File: config.mk
export PLATFORM = sky130hd
export DESIGN_NAME = fifop_port
export DESIGN_NICKNAME = d
export VERILOG_FILES = /design/src/rtl/fifop_pkg.sv /design/src/rtl/fifop_sync.sv /design/src/rtl/fifop_queue.sv /design/src/rtl/fifop_holdoff.sv /design/src/rtl/fifop_port.sv
export SDC_FILE = /design/constraint.sdc
export NUM_CORES = 1
export LEC_CHECK = 0
export BUFFER_PORTS_ARGS = -buffer_cell sky130_fd_sc_hd__buf_4
export CORE_MARGIN = 3
export CORE_UTILIZATION = 52
export CTS_CLUSTER_SIZE = 12
export DETAILED_ROUTE_END_ITERATION = 8
export PLACE_DENSITY_LB_ADDON = 0.3
export SLEW_MARGIN = 10
export SYNTH_ARGS = -nofsm -noshare
export SYNTH_HDL_FRONTEND = slang
export SYNTH_SLANG_ARGS = --single-unit
File: constraint.sdc
create_clock -name clk -period 1.64 [get_ports clk]
set_clock_uncertainty 0.05 [all_clocks]
set_input_delay 0 -clock clk [delete_from_list [all_inputs] [get_ports clk]]
set_output_delay 0 -clock clk [all_outputs]
set_load 0.05 [all_outputs]
File: src/rtl/fifop_pkg.sv
package fifop_pkg;
   localparam int MIN_SYNC_STAGES = 2;

   // Round a time in ns up to whole clock cycles.
   function automatic int cycles_for(input int ns, input int period_ns);
      return (ns + period_ns - 1) / period_ns;
   endfunction
endpackage

File: src/rtl/fifop_sync.sv
module fifop_sync #(
   parameter int   W       = 1,
   parameter int   STAGES  = 2,
   parameter logic RST_BIT = 1'b0
) (
   input  logic         clk,
   input  logic         rst_n,
   input  logic [W-1:0] d,
   output logic [W-1:0] q
);
   logic [STAGES-1:0][W-1:0] stg;

   generate
      if (STAGES < fifop_pkg::MIN_SYNC_STAGES) begin : g_bad_stages
         $error("fifop_sync: STAGES below minimum");
      end
   endgenerate

   always_ff @(posedge clk or negedge rst_n) begin
      if (!rst_n) stg <= {STAGES{{W{RST_BIT}}}};
      else        stg <= {stg[STAGES-2:0], d};
   end

   assign q = stg[STAGES-1];
endmodule

File: src/rtl/fifop_queue.sv
module fifop_queue #(
   parameter int W     = 8,
   parameter int DEPTH = 4
) (
   input  logic         clk,
   input  logic         rst_n,
   input  logic         push,
   input  logic [W-1:0] wdata,
   input  logic         pop,
   output logic [W-1:0] rdata,
   output logic         full,
   output logic         empty
);
   generate
      if (DEPTH < 1 || (DEPTH & (DEPTH - 1)) != 0) begin : g_bad_depth
         $error("fifop_queue: DEPTH must be a power of two");
      end

      if (DEPTH == 1) begin : g_single
         logic         held;
         logic [W-1:0] slot;
         always_ff @(posedge clk or negedge rst_n) begin
            if (!rst_n)    held <= 1'b0;
            else if (push) held <= 1'b1;
            else if (pop)  held <= 1'b0;
         end
         always_ff @(posedge clk) begin
            if (push) slot <= wdata;
         end
         assign rdata = slot;
         assign full  = held;
         assign empty = !held;
      end else begin : g_ring
         localparam int AW = $clog2(DEPTH);
         logic [AW:0]  wp, rp;
         logic [W-1:0] mem [DEPTH];
         always_ff @(posedge clk or negedge rst_n) begin
            if (!rst_n) begin
               wp <= '0;
               rp <= '0;
            end else begin
               if (push) wp <= wp + 1'b1;
               if (pop)  rp <= rp + 1'b1;
            end
         end
         always_ff @(posedge clk) begin
            if (push) mem[wp[AW-1:0]] <= wdata;
         end
         assign rdata = mem[rp[AW-1:0]];
         assign empty = (wp == rp);
         assign full  = (wp[AW] != rp[AW]) && (wp[AW-1:0] == rp[AW-1:0]);
      end
   endgenerate
endmodule

File: src/rtl/fifop_holdoff.sv
module fifop_holdoff #(
   parameter int CYC = 4
) (
   input  logic clk,
   input  logic rst_n,
   input  logic start,
   output logic busy
);
   localparam int CW = $clog2(CYC + 1);
   logic [CW-1:0] cnt;

   generate
      if (CYC < 1) begin : g_bad_cyc
         $error("fifop_holdoff: CYC must be at least 1");
      end
   endgenerate

   always_ff @(posedge clk or negedge rst_n) begin
      if (!rst_n)          cnt <= '0;
      else if (start)      cnt <= CW'(CYC);
      else if (cnt != '0)  cnt <= cnt - 1'b1;
   end

   assign busy = (cnt != '0);
endmodule

File: src/rtl/fifop_port.sv
module fifop_port #(
   parameter int DATA_W        = 8,
   parameter int TXQ_DEPTH     = 4,
   parameter int RXQ_DEPTH     = 4,
   parameter int CLK_PERIOD_NS = 20,
   parameter int RECOVER_NS    = 80,
   parameter int SYNC_STAGES   = 2
) (
   input  logic              clk,
   input  logic              rst_n,
   input  logic              rd_n,
   input  logic              wr,
   input  logic [DATA_W-1:0] d_in,
   output logic [DATA_W-1:0] d_out,
   output logic              d_oe,
   output logic              rxf_n,
   output logic              txe_n,
   input  logic [DATA_W-1:0] tx_data,
   input  logic              tx_valid,
   output logic              tx_ready,
   output logic [DATA_W-1:0] rx_data,
   output logic              rx_valid,
   input  logic              rx_ready,
   output logic              proto_err
);
   localparam int HOLD_CYC = fifop_pkg::cycles_for(RECOVER_NS, CLK_PERIOD_NS);

   generate
      if (CLK_PERIOD_NS < 1) begin : g_bad_period
         $error("fifop_port: CLK_PERIOD_NS must be positive");
      end
      if (SYNC_STAGES < fifop_pkg::MIN_SYNC_STAGES) begin : g_bad_sync
         $error("fifop_port: SYNC_STAGES too small");
      end
   endgenerate

   // Strobe and data synchronizers
   logic              rd_q, rd_qp, wr_q, wr_qp;
   logic [DATA_W-1:0] d_cap;

   fifop_sync #(.W(1), .STAGES(SYNC_STAGES), .RST_BIT(1'b1)) u_rd_sync (
      .clk(clk), .rst_n(rst_n), .d(rd_n), .q(rd_q));
   fifop_sync #(.W(1), .STAGES(SYNC_STAGES), .RST_BIT(1'b0)) u_wr_sync (
      .clk(clk), .rst_n(rst_n), .d(wr), .q(wr_q));
   // One stage deeper so the byte lines up with the last high sample of wr
   fifop_sync #(.W(DATA_W), .STAGES(SYNC_STAGES + 1), .RST_BIT(1'b0)) u_d_sync (
      .clk(clk), .rst_n(rst_n), .d(d_in), .q(d_cap));

   always_ff @(posedge clk or negedge rst_n) begin
      if (!rst_n) begin
         rd_qp <= 1'b1;
         wr_qp <= 1'b0;
      end else begin
         rd_qp <= rd_q;
         wr_qp <= wr_q;
      end
   end

   logic rd_fall_evt, rd_rise_evt, wr_fall_evt;
   assign rd_fall_evt = rd_qp & ~rd_q;
   assign rd_rise_evt = ~rd_qp & rd_q;
   assign wr_fall_evt = wr_qp & ~wr_q;

   // Transmit side: internal stream -> host reads
   logic              txq_full, txq_empty, txq_pop;
   logic [DATA_W-1:0] txq_head, dout_q;

   assign tx_ready = ~txq_full;
   assign txq_pop  = rd_fall_evt & ~txq_empty;

   fifop_queue #(.W(DATA_W), .DEPTH(TXQ_DEPTH)) u_txq (
      .clk(clk), .rst_n(rst_n),
      .push(tx_valid & ~txq_full), .wdata(tx_data),
      .pop(txq_pop), .rdata(txq_head),
      .full(txq_full), .empty(txq_empty));

   always_ff @(posedge clk or negedge rst_n) begin
      if (!rst_n)       dout_q <= '0;
      else if (txq_pop) dout_q <= txq_head;
   end

   assign d_out = dout_q;
   assign d_oe  = ~rd_n;

   // Receive side: host writes -> internal stream
   logic rxq_full, rxq_empty;

   fifop_queue #(.W(DATA_W), .DEPTH(RXQ_DEPTH)) u_rxq (
      .clk(clk), .rst_n(rst_n),
      .push(wr_fall_evt & ~rxq_full), .wdata(d_cap),
      .pop(rx_valid & rx_ready), .rdata(rx_data),
      .full(rxq_full), .empty(rxq_empty));

   assign rx_valid = ~rxq_empty;

   // Recovery windows on the status flags
   logic rd_busy, wr_busy;

   fifop_holdoff #(.CYC(HOLD_CYC)) u_rd_hold (
      .clk(clk), .rst_n(rst_n), .start(rd_rise_evt), .busy(rd_busy));
   fifop_holdoff #(.CYC(HOLD_CYC)) u_wr_hold (
      .clk(clk), .rst_n(rst_n), .start(wr_fall_evt), .busy(wr_busy));

   assign rxf_n = txq_empty | rd_busy;
   assign txe_n = rxq_full  | wr_busy;

   // Sticky violation flag
   always_ff @(posedge clk or negedge rst_n) begin
      if (!rst_n) proto_err <= 1'b0;
      else if ((rd_fall_evt & txq_empty) | (wr_fall_evt & rxq_full))
         proto_err <= 1'b1;
   end
endmodule

# After elaboration in Yosys (flattened, before gate mapping)
# Memories as Yosys holds them, arrays and structs flattened. A register that Yosys moved wholly into a read port is not among the register bits.
# Index checks and enable logic that the tools add are counted.
[totals]
inputBits = 22
ff_bits = 49
mem_count = 2
romBits = 0
ramBits = 64
latchBits = 0
[memory_table]
columns = ["name", "depth", "width", "read_ports", "rd_clocked_by_memory_dff", "wr", "line", "text"]
rows = [
  ["u_rxq.g_ring.mem", 4, 8, 1, 0, 1, "fifop_queue.sv:36", "logic [W-1:0] mem [DEPTH];"],
  ["u_txq.g_ring.mem", 4, 8, 1, 1, 1, "fifop_queue.sv:36", ""],
]
[op_classes]
mux = 8
magnitude_cmp = 0
bitwise_logic = 20
shift = 0
n_div = 0
n_eq_ne = 6
reduce_logical = 7
n_mul = 0
n_addsub = 6
[ops]
columns = ["op", "count"]
rows = [
  ["3-bit by 1-bit adder with 3-bit output, second input constant", 4],
  ["3-bit two-way mux", 4],
  ["1-bit bitwise AND", 9],
  ["1-bit NOT", 8],
  ["3-bit == test", 2],
  ["3-bit nonzero test", 2],
  ["3-bit by 1-bit subtractor with 3-bit output, second input constant", 2],
  ["2-bit == test", 2],
  ["1-bit two-way mux", 4],
  ["2-bit nonzero test", 2],
  ["1-bit bitwise OR", 3],
  ["1-bit logical AND", 2],
  ["1-bit != test", 2],
  ["1-bit zero test", 1],
]

# Longest topological paths before layout
# Gate-level depths: netlist (run 1).
[depth]
ltp_word = 6
mapped_depth = 5
mapped_depth_nobuf = 5

# Hierarchy
# Synthesis (run 1) repeated with hierarchy kept, for this count alone.
[unflattened]
cells_unflattened = 245
hier_area_um2 = 4615.7
[modules_own_cells]
columns = ["module", "cells_per_inst", "seq_area_each_um2", "instances", "area_each_um2"]
rows = [
  ["fifop_queue", 72, 1111.1, 2, 1500.2],
  ["fifop_sync at u_d_sync", 32, 600.6, 1, 660.6],
  ["fifop_port", 33, 276.5, 1, 496.7],
  ["fifop_holdoff", 16, 75.1, 2, 177.7],
  ["fifop_sync at u_rd_sync", 2, 52.6, 1, 52.6],
  ["fifop_sync at u_wr_sync", 2, 50.0, 1, 50.0],
]

# Least setup slack after synthesis (run 1)
# OpenSTA, ideal clock, no wires.
[synth_timing]
path_type = "register to register"
start = "register u_txq.g_ring.rp[1]"
end = "memory u_txq.g_ring.mem[3][0] (enable)"
setup_slack_ps = -122
required_ps = 1209
synth_period_minus_slack_ps = 1762
arrival_ps = 1330
path_buffers = 1
path_stages_with_launch = 4
setup_ps = 381
cell_sequence = "dfrtp_1 > buf_4 > xnor2_4 > a31oi_1"
[synth_between]
elab_chain_cells = 6
[synth_rtl]
columns = ["item", "line", "text"]
rows = [
  ["start: declaration", "fifop_queue.sv:35", "logic [AW:0] wp, rp;"],
  ["start signal: assignment", "fifop_queue.sv:43", "if (pop) rp <= rp + 1'b1;"],
  ["2-bit == test", "fifop_queue.sv:51", "assign full = (wp[AW] != rp[AW]) && (wp[AW-1:0] == rp[AW-1:0]);"],
  ["1-bit logical AND", "fifop_queue.sv:51", ""],
  ["1-bit NOT", "fifop_port.sv:73", ".push(tx_valid & ~txq_full), .wdata(tx_data),"],
  ["1-bit bitwise AND", "fifop_port.sv:73", ""],
  ["1-bit two-way mux", "fifop_queue.sv:47", "if (push) mem[wp[AW-1:0]] <= wdata;"],
  ["1-bit two-way mux (implied by the code)", "fifop_queue.sv:47", ""],
  ["end: declaration", "fifop_queue.sv:36", ""],
]
# Every way passes these cells.

# Worst setup path in the final report (run 1)
[layout_timing]
start = "register u_rxq.g_ring.rp[0]"
end = "output port txe_n"
[layout_between]
elab_chain_cells = 3
[layout_rtl]
columns = ["item", "line", "text"]
rows = [
  ["start: declaration", "fifop_queue.sv:35", ""],
  ["start signal: assignment", "fifop_queue.sv:43", ""],
  ["2-bit == test", "fifop_queue.sv:51", ""],
  ["1-bit logical AND", "fifop_queue.sv:51", ""],
  ["1-bit bitwise OR", "fifop_port.sv:105", "assign txe_n = rxq_full | wr_busy;"],
  ["end: declaration", "fifop_port.sv:17", "output logic txe_n,"],
]
# Every way passes these cells.

==> results of run 1 <==
[worst reg2reg max path, stage by stage (launching register included)]
cell and delay, ns:
dfrtp_1 0.41, buf_4 0.15, buf_6 0.12, xnor2_4 0.12, buf_4 0.16, a31oi_4 0.18, buf_4 0.16, mux2_2 0.32
[worst max-delay path by stage]
stage               slack, ns                          endpoint                      startpoint  depth (start not counted)
finish                  -0.22                             txe_n  u_rxq.g_ring.rp[0]$_DFFE_PN0P_                          7
global route            -0.28                             txe_n  u_rxq.g_ring.rp[0]$_DFFE_PN0P_                          7
CTS                     -0.24                        rx_data[4]  u_rxq.g_ring.rp[0]$_DFFE_PN0P_                          3
detailed placement      -0.04              d_out[2]$_DFFE_PN0P_  u_txq.g_ring.rp[0]$_DFFE_PN0P_                          4
global placement        -0.02              d_out[0]$_DFFE_PN0P_  u_txq.g_ring.rp[0]$_DFFE_PN0P_                          4
floorplan              -0.005  u_rxq.g_ring.mem[3][0]$_DFFE_PP_  u_rxq.g_ring.rp[1]$_DFFE_PN0P_                          3
[through the flow]
stage	hold slack (ns)	setup TNS, ns
after CTS	0.0501	-2.97
after global placement	0.0430	-0.176
after global routing	0.0661	-11.25
after floorplan	-0.346	-0.0423
final	0.0334	-7.94
after detailed placement	0.0495	-0.604
[Yosys cell counts (3+ instances only)]
master	instances	area share [%]
edfxtp_1	64	42
dfrtp_1	54	29
inv_1	16	1.3
ha_1	14	3.8
mux2_2	12	2.9
mux4_2	12	5.9
xnor2_1	7	1.3
xor2_1	7	1.3
and2_1	6	0.81
nand2b_1	6	0.81
mux4_1	4	2.3
nand3_1	4	0.43
nor2_1	4	0.33
dfstp_2	3	1.7
[logic make-up (layout without fill, tap and decap cells)]
group,after synthesis,count (layout)
XOR/XNOR,18,18
AND/OR/NAND/NOR,24,24
AO/OA/AOI/OAI,15,15
flip-flops,121,121
buffers and inverters,20,148
multiplexers,28,28
adder cells (fa/ha/maj),14,14
[registers in the layout, summed over array words and instances (netlist names)]
register          cells
u_rxq.g_ring.rp       3
u_wr_sync.stg         1
d_out                 8
u_txq.g_ring.rp       3
u_wr_hold.cnt         3
u_rd_sync.q           1
u_rd_sync.stg         1
u_rxq.g_ring.wp       3
u_rxq.g_ring.mem     32
rd_qp                 1
u_txq.g_ring.wp       3
u_d_sync.stg         16
proto_err             1
u_txq.g_ring.mem     32
u_d_sync.q            8
u_wr_sync.q           1
wr_qp                 1
u_rd_hold.cnt         3
[power groups by stage]
| stage | Clock (mW) | Sequential [mW] | Combinational, mW |
|---|---|---|---|
| 6_report | 3.64 | 4.45 | 6.34 |
| 5_1_grt | 3.82 | 4.52 | 6.69 |
| 4_1_cts | 3.65 | 4.38 | 5.72 |
| 3_5_place_dp | 0 | 4.38 | 4.50 |
| 3_3_place_gp | 0 | 4.35 | 4.42 |
| 2_1_floorplan | 0 | 4.67 | 2.89 |
[repair_timing]
action,in CTS,in global routing
gates cloned,1,1
buffers inserted,15,5
endpoints found under the hold margin,112,0
resized for setup,50,23
pin swaps,11,5
setup endpoints to repair,46,89
hold buffers,21,0
[layout make-up]
type                       instances  area share, %
clock buffer                      19           6.66
clock inverter                    13           2.35
timing repair buffer             100           15.1
sequential                       121           51.8
multi-input combinational         99           21.1
inverter                          16          0.926
tap                              105           2.03
[layer usage]
metal | global-route usage [%] | share of wire [%]
met2 | 30.5 | 51
met1 | 24.5 | 41
met4 | 7.36 | 1.6
met3 | 6.39 | 5.9
met5 | 0 | 0
==> flow_summary.yaml, run 1 <==
run_status:
  status: "finished with violations"
  violations: "negative setup slack"
power_and_ir_drop:
  ir_worst_vdd_mv: 1.10
  power_density_nw_per_um2: 2230
  power_mw: 14.4
  p_sw_share_pct: 35.7
  seq_power_share_pct: 30.9
  leakage_nw: 2.62
  p_int_mw: 9.27
  clockPowerShare_pct: 25.2
  combPwrFrac_pct: 43.9
  p_sw_mw: 5.15
grt:
  grt-ovfl-total: 0
  grt_pass1_wl_mm: 13.8
  grt_pass1_vias: 2636
  antenna_found_initial: 0
  grt_max_degree: 58
  grt_util_all_layers_pct: 19.1
cells_and_area:
  area_growth_pct: 40.4
  antennaDiodeCount: 0
  final_cell_mix: "edfxtp_1, buf_4, dfrtp_1"
  stdcell_area_um2: 6480
  nets: 391
  final-seq-area_um2: 3360
  final_common_cell: "edfxtp_1"
  fill_cells: 439
  drive_gt1_share_pct: 45.7
  finalCoreUtilization_pct: 77.0
  multi_input_area_um2: 1370
  stdcell_count: 473
setup_path:
  worst_path_max_delay_cell: "dfrtp_1"
  crit_arrival_ns: 1.81
  r2r-end: "u_rxq.g_ring.wp[1]$_DFFE_PN0P_"
  crit-reg2reg-launch: "u_rxq.g_ring.rp[0]$_DFFE_PN0P_"
  required_ns: 1.59
  crit_chain: "buf_4, buf_6, xnor2_4, buf_6, nand3_4, nand2b_1, buf_6"
  cp-end-kind: "primary output"
  r2r_cells: 7
  path_max_fanout: 3
  cpPeakStageDelay_ns: 0.41
  worstSetupPathType: "register to primary output"
  critPathLaunchType: "register"
  crit_family: "buffers and inverters"
  critPathBufInv: 4
  ff2ff_setup_slack_ns: -0.16
  cp_common_cell: "buf_6"
detailed_routing:
  routed_wirelength_mm: 9.54
  wire_per_inst_um: 20.2
  dr.pass1.iters: 6
  ant_nets: 0
  drt_iter0_drc: 98
  remaining_drc_errors: 0
  vias: 2534
  viasPerCell: 5.36
floorplanning:
  die_height_um: 100
  dieArea_um2: 10000
  fp-row-count: 33
  fp.dieW_um: 100
  ios: 44
  fp.coreArea_um2: 8420
  start_util_pct: 54.8
yosys:
  ys_warn_count: 0
  async_flop_share_pct: 47.1
  ys_seq_area_share_pct: 72.6
  synthCells: 240
  synthMuxAreaShare_pct: 11.1
  synthSimpleGateAreaFrac_pct: 2.82
  synth_top_family_by_area: "multiplexers"
  synth-xor-area-share_pct: 4.55
  synth_seq_cells: 121
  synth_edf_count: 64
  synth_fa_ha_area_share_pct: 3.80
  synth_ff_type: "edfxtp_1"
  synth_cell_types: 30
  synth_area_um2: 4620
  synth_compound_area_share_pct: 3.04
  syn_nets: 276
  avgSynthCellArea_um2: 19.2
timing:
  setup_viol: 82
  min_period_over_period_pct: 114
  hold_violations: 0
  fin_ws_ns: -0.224
  rsz0062_at_grt: "yes"
  worstMarginPinSlew_ns: 0.724
  fmax_ghz: 0.536
  max_slew_margin_pct: 51.7
  slew_violations: 0
  min_period_ns: 1.86
clocking:
  worstSkewPairLatency_ns: 0.52
  cts_buffer_depth: 2
  root_buffer: "clkbuf_8"
  htree_levels: 4
  cts.sinks: 121
  numCtsBuffers: 17
  clk_pin_slew_ns: 0.06
  cts_tree: "yes"
flow_run:
  cap_violations: 0
place:
  place_ws_ns: -0.0426
  post_dp_cell_area_um2: 5210
  dp_hpwl_mm: 4.67
  io_buffers: 43
  dp_cells: 399
  place_congestion: 0.787
min_path:
  hold_class: "input port to asynchronous set/reset pin"
Power figures use the tool's default switching activity.
==> run 2: changes to the inputs <==
- ABC_AREA: unset -> 1
- CORE_UTILIZATION: 52 -> 53
==> flow_summary.yaml, run 2 <==
floorplanning:
  die_height_um: 102
  fp.coreArea_um2: 8890
  fp.dieW_um: 102
  ios: 44
  dieArea_um2: 10500
  fp-row-count: 34
  start_util_pct: 55.4
detailed_routing:
  routed-wl-met2_mm: 5.68
  drt_iter0_drc: 114
  remaining_drc_errors: 0
  wl_met3_um: 342
  drt-met1-wl_mm: 4.19
  ant_nets: 0
  routed_wirelength_mm: 10.4
  wire_per_inst_um: 15.7
  routed.top_layer: "met4"
  vias: 3364
  dr.pass1.iters: 4
  viasPerCell: 5.08
yosys:
  synth_area_um2: 4930
  synthMostInstantiatedCell: "nand2_1"
  synth_ff_type: "edfxtp_1"
  async_flop_share_pct: 47.1
  yosys-top-cells-count: "nand2_1, edfxtp_1, inv_1, dfrtp_1, nor2_1"
  ys_warn_count: 0
  avgSynthCellArea_um2: 11.4
  ys_seq_area_share_pct: 68.0
  synth_top_area_share_pct: 39.0
  synth_seq_cells: 121
  synth_edf_count: 64
  syn_nets: 468
  synthCells: 432
  synth_cell_types: 25
  synth_area_leaders: "edfxtp_1, dfrtp_1, nand2_1"
  yosys.area.top_type: "edfxtp_1"
cells_and_area:
  area_growth_pct: 36.9
  fill_cells: 536
  final_cell_mix: "nand2_1, edfxtp_1, buf_4"
  drive_gt1_share_pct: 31.8
  antennaDiodeCount: 0
  final_common_cell: "nand2_1"
  nets: 577
clocking:
  root_buffer: "clkbuf_8"
  cts_buffer_depth: 2
  htree_levels: 4
  cts_tree: "yes"
  cts.sinks: 121
  numCtsBuffers: 17
  worstSkewPairLatency_ns: 0.52
  clk_pin_slew_ns: 0.06
flow_run:
  cap_violations: 0
power_and_ir_drop:
  leakage_nw: 3.04
  ir_worst_vdd_mv: 1.32
  power_density_nw_per_um2: 2090
setup_path:
  crit_chain: "buf_4, o21ai_0, o22ai_2, buf_6"
  cp-endpoint: "rx_data[3]"
  worstSetupPathType: "register to primary output"
  worst_path_max_delay_cell: "dfrtp_1"
  r2r_cells: 5
  crit_arrival_ns: 1.73
  crit-reg2reg-launch: "u_txq.g_ring.wp[0]$_DFFE_PN0P_"
  critPathLaunchType: "register"
  ff2ff_setup_slack_ns: 0.08
  required_ns: 1.59
  path_max_fanout: 8
  cp-end-kind: "primary output"
  cp-startpoint: "u_rxq.g_ring.rp[0]$_DFFE_PN0P_"
  r2r-end: "u_txq.g_ring.mem[0][7]$_DFFE_PP_"
  cpPeakStageDelay_ns: 0.44
timing:
  setup_viol: 10
  max_slew_margin_pct: 52.9
  min_period_ns: 1.78
  slew_violations: 0
  rsz0062_at_grt: "yes"
  hold_violations: 0
  worstMarginPinSlew_ns: 0.706
  tns_ns: -0.709
  min_period_over_period_pct: 108
  fmax_ghz: 0.562
  fin_ws_ns: -0.138
grt:
  grt-ovfl-total: 0
  grt_pass1_vias: 3412
  grt_pass1_wl_mm: 16.7
  grt_util_all_layers_pct: 21.4
  grt_max_degree: 58
  antenna_found_initial: 0
place:
  io_buffers: 43
  place_congestion: 0.783
  place_ws_ns: 0.0542
  dp_hpwl_mm: 6.00
run_status:
  violations: "negative setup slack"
  status: "finished with violations"
min_path:
  hold_class: "input port to asynchronous set/reset pin"
[run 2: routing by layer]
metal,global-route usage (%),vias up
met5,0,-
met2,36.1,77
met3,5.12,19
met4,10.2,0
met1,25.9,1645
li1,-,1623
[run 2: through the flow]
stage,util (%),hold WS (ns),area [um^2],cells,power [mW]
floorplan,-,-0.346,5020,432,7.73
global placement,62.0,0.0377,5510,586,8.79
detailed placement,62.0,0.0512,5510,586,8.95
CTS,73.8,0.0594,6570,649,13.7
global route,75.9,0.0693,6750,662,14.8
finish,75.9,0.0211,6750,662,14.1
[run 2: final cells by class]
cell class | count | area (um^2) | area share [%]
Timing Repair Buffer | 101 | 902 | 13.4
Multi-Input combinational cell | 236 | 1480 | 22.0
Sequential cell | 121 | 3360 | 49.8
Clock inverter | 13 | 191 | 2.84
Inverter | 64 | 246 | 3.65
Tap cell | 108 | 135 | 2.00
Clock buffer | 19 | 432 | 6.40
[run 2: logic make-up (layout without fill, tap and decap cells)]
logic type / Yosys count / count (layout) / synth area share [%]
fa+ha+maj: 14 / 14 / 3.55
flops: 121 / 121 / 68.0
xor+xnor: 8 / 8 / 1.80
buf+inv: 75 / 197 / 6.42
compound gates: 31 / 31 / 3.35
simple gates: 183 / 183 / 16.9
[run 2: timing repair]
action / CTS / global route
pin swaps: 3 / 9
resized for setup: 46 / 26
buffers inserted: 10 / 14
hold buffers: 21 / 0
hold endpoints to repair: 137 / 0
endpoints found under the setup margin: 12 / 44
[run 2: power by group]
part / total (mW) / switching, mW / leakage (nW) / internal [mW]
sequential: 4.28 / 0.420 / 1.25 / 3.86
combinational: 5.89 / 3.59 / 1.49 / 2.29
clock: 3.91 / 1.39 / 0.295 / 2.52
total: 14.1 / 5.40 / 3.04 / 8.68
[run 2: worst min path at each step]
stage                                     endpoint  slack, ns  cells after the start
floorplan                     d_out[0]$_DFFE_PN0P_      -0.35                      0
global placement      u_wr_hold.cnt[2]$_DFFE_PN0P_       0.04                      1
detailed placement    u_wr_hold.cnt[1]$_DFFE_PN0P_       0.05                      1
CTS                      u_d_sync.stg[8]$_DFF_PN0_       0.06                      2
global route             u_d_sync.stg[6]$_DFF_PN0_       0.07                      2
finish              u_rxq.g_ring.rp[1]$_DFFE_PN0P_       0.02                      2
[run 2: critical path, delay by kind of cell (launching register included)]
kind / cells / cell delay, ns
buffers and inverters: 2 / 0.36
flip-flops: 1 / 0.44
AO/OA/AOI/OAI: 2 / 0.42
==> run 3: changes to the inputs <==
- CORE_MARGIN: 3 -> 1.5
==> flow_summary.yaml, run 3 (same netlist as run 2, synthesis figures left out) <==
clocking:
  htree_levels: 4
  cts_buffer_depth: 2
  clk_pin_slew_ns: 0.06
  numCtsBuffers: 17
  root_buffer: "clkbuf_8"
  worstSkewPairLatency_ns: 0.51
  cts_tree: "yes"
  cts.sinks: 121
timing:
  min_period_over_period_pct: 103
  tns_ns: -0.193
  worstMarginPinSlew_ns: 0.704
  setup_viol: 9
  fin_ws_ns: -0.0510
  max_slew_margin_pct: 53.1
  min_period_ns: 1.69
  rsz0062_at_grt: "yes"
  fmax_ghz: 0.591
  slew_violations: 0
  hold_violations: 0
  whs_ns: 0.0266
cells_and_area:
  nets: 579
  final_common_cell: "nand2_1"
  drive_gt1_share_pct: 32.9
  stdcell_area_um2: 6780
  finalCoreUtilization_pct: 74.4
  final_cell_mix: "nand2_1, edfxtp_1, buf_4"
  antennaDiodeCount: 0
  stdcell_count: 667
  area_growth_pct: 37.5
setup_path:
  crit-reg2reg-launch: "u_rxq.g_ring.rp[0]$_DFFE_PN0P_"
  cpPeakStageDelay_ns: 0.46
  crit_chain: "xnor2_4, buf_4, nand3_4, buf_6"
  r2r-end: "u_rxq.g_ring.mem[0][0]$_DFFE_PP_"
  crit_arrival_ns: 1.64
  ff2ff_setup_slack_ns: 0.02
  path_max_fanout: 5
  worst_path_max_delay_cell: "dfrtp_2"
  worstSetupPathType: "register to primary output"
  cp-startpoint: "u_rxq.g_ring.wp[1]$_DFFE_PN0P_"
  cp-endpoint: "rx_valid"
  r2r_cells: 7
  critPathLaunchType: "register"
  cp-end-kind: "primary output"
  required_ns: 1.59
power_and_ir_drop:
  power_mw: 14.0
  leakage_nw: 3.05
  power_density_nw_per_um2: 2060
  ir_worst_vdd_mv: 1.02
place:
  dp_cells: 589
  io_buffers: 43
  post_dp_cell_area_um2: 5530
  place_ws_ns: 0.0963
  place_congestion: 0.779
  dp_hpwl_mm: 5.94
grt:
  grt_pass1_vias: 3473
  antenna_found_initial: 0
  grt_max_degree: 58
  grt_pass1_wl_mm: 16.4
  grt_util_all_layers_pct: 22.1
  grt-ovfl-total: 0
detailed_routing:
  routed-wl-met2_mm: 5.52
  vias: 3374
  wire_per_inst_um: 15.4
  routed.top_layer: "met4"
  remaining_drc_errors: 0
  dr.pass1.iters: 4
  routed_wirelength_mm: 10.3
  drt-met1-wl_mm: 4.34
  drt_iter0_drc: 152
  viasPerCell: 5.06
  ant_nets: 0
  wl_met3_um: 297
min_path:
  hold_class: "input port to asynchronous set/reset pin"
floorplanning:
  start_util_pct: 54.1
  fp.dieW_um: 99.4
  die_height_um: 99.4
  ios: 44
  dieArea_um2: 9890
  fp.coreArea_um2: 9110
  fp-row-count: 35
flow_run:
  cap_violations: 0
run_status:
  status: "finished with violations"
  violations: "negative setup slack"
[run 3: changes by cell type in the layout (fill, tap and decap cells not counted), moves of 3 or more]
cell        change
o21ai_1         +8
nand2_2         +3
nor2_4          +4
o21ai_0         -7
clkinvlp_4      -4
nand2_4         -3
[run 3: power breakdown]
| group | switching [mW] | leakage, nW | internal [mW] |
|---|---|---|---|
| logic | 3.67 | 1.51 | 2.40 |
| registers | 0.436 | 1.25 | 3.87 |
| clock network | 1.40 | 0.290 | 2.19 |
| total | 5.51 | 3.05 | 8.46 |
[run 3: what timing repair did]
| item | in CTS | in global routing |
|---|---|---|
| pin swaps | 7 | 12 |
| resized for setup | 48 | 43 |
| hold buffers | 21 | 0 |
| setup endpoints to repair | 12 | 52 |
| setup buffers | 11 | 11 |
| endpoints found under the hold margin | 137 | 0 |
| gates cloned | 2 | 1 |
[run 3: worst min-delay path by stage]
stage                 start                         to  cells past startpoint
global route        d_in[7]  u_d_sync.stg[7]$_DFF_PN0_                      2
floorplan             rst_n       d_out[0]$_DFFE_PN0P_                      0
CTS                   rst_n    u_d_sync.q[5]$_DFF_PN0_                      2
global placement      rst_n    u_d_sync.q[5]$_DFF_PN0_                      1
detailed placement    rst_n    u_d_sync.q[5]$_DFF_PN0_                      1
finish                rst_n    u_d_sync.q[5]$_DFF_PN0_                      2
[run 3: cell type report]
| cell class | instances | area [um^2] |
|---|---|---|
| Timing Repair Buffer | 103 | 955 |
| Clock buffer | 17 | 414 |
| Multi-Input combinational cell | 236 | 1500 |
| Sequential cell | 121 | 3360 |
| Fill cell | 555 | 2330 |
| Clock inverter | 15 | 165 |
| Inverter | 64 | 250 |
| Tap cell | 111 | 139 |
[run 3: worst max-delay path: cells and delay by family, from the launching register on]
kind                      cells  cell delay [ns]
DFF                           1             0.46
xor gates and xnor gates      1             0.24
buffers and inverters         2             0.35
and+or+nand+nor               1             0.09
[run 3: routing by layer]
layer  track usage, %  vias to the layer above
met5                0                        -
met4             7.91                        0
li1                 -                     1626
met1             27.0                     1664
met2             37.7                       73
met3             6.39                       11
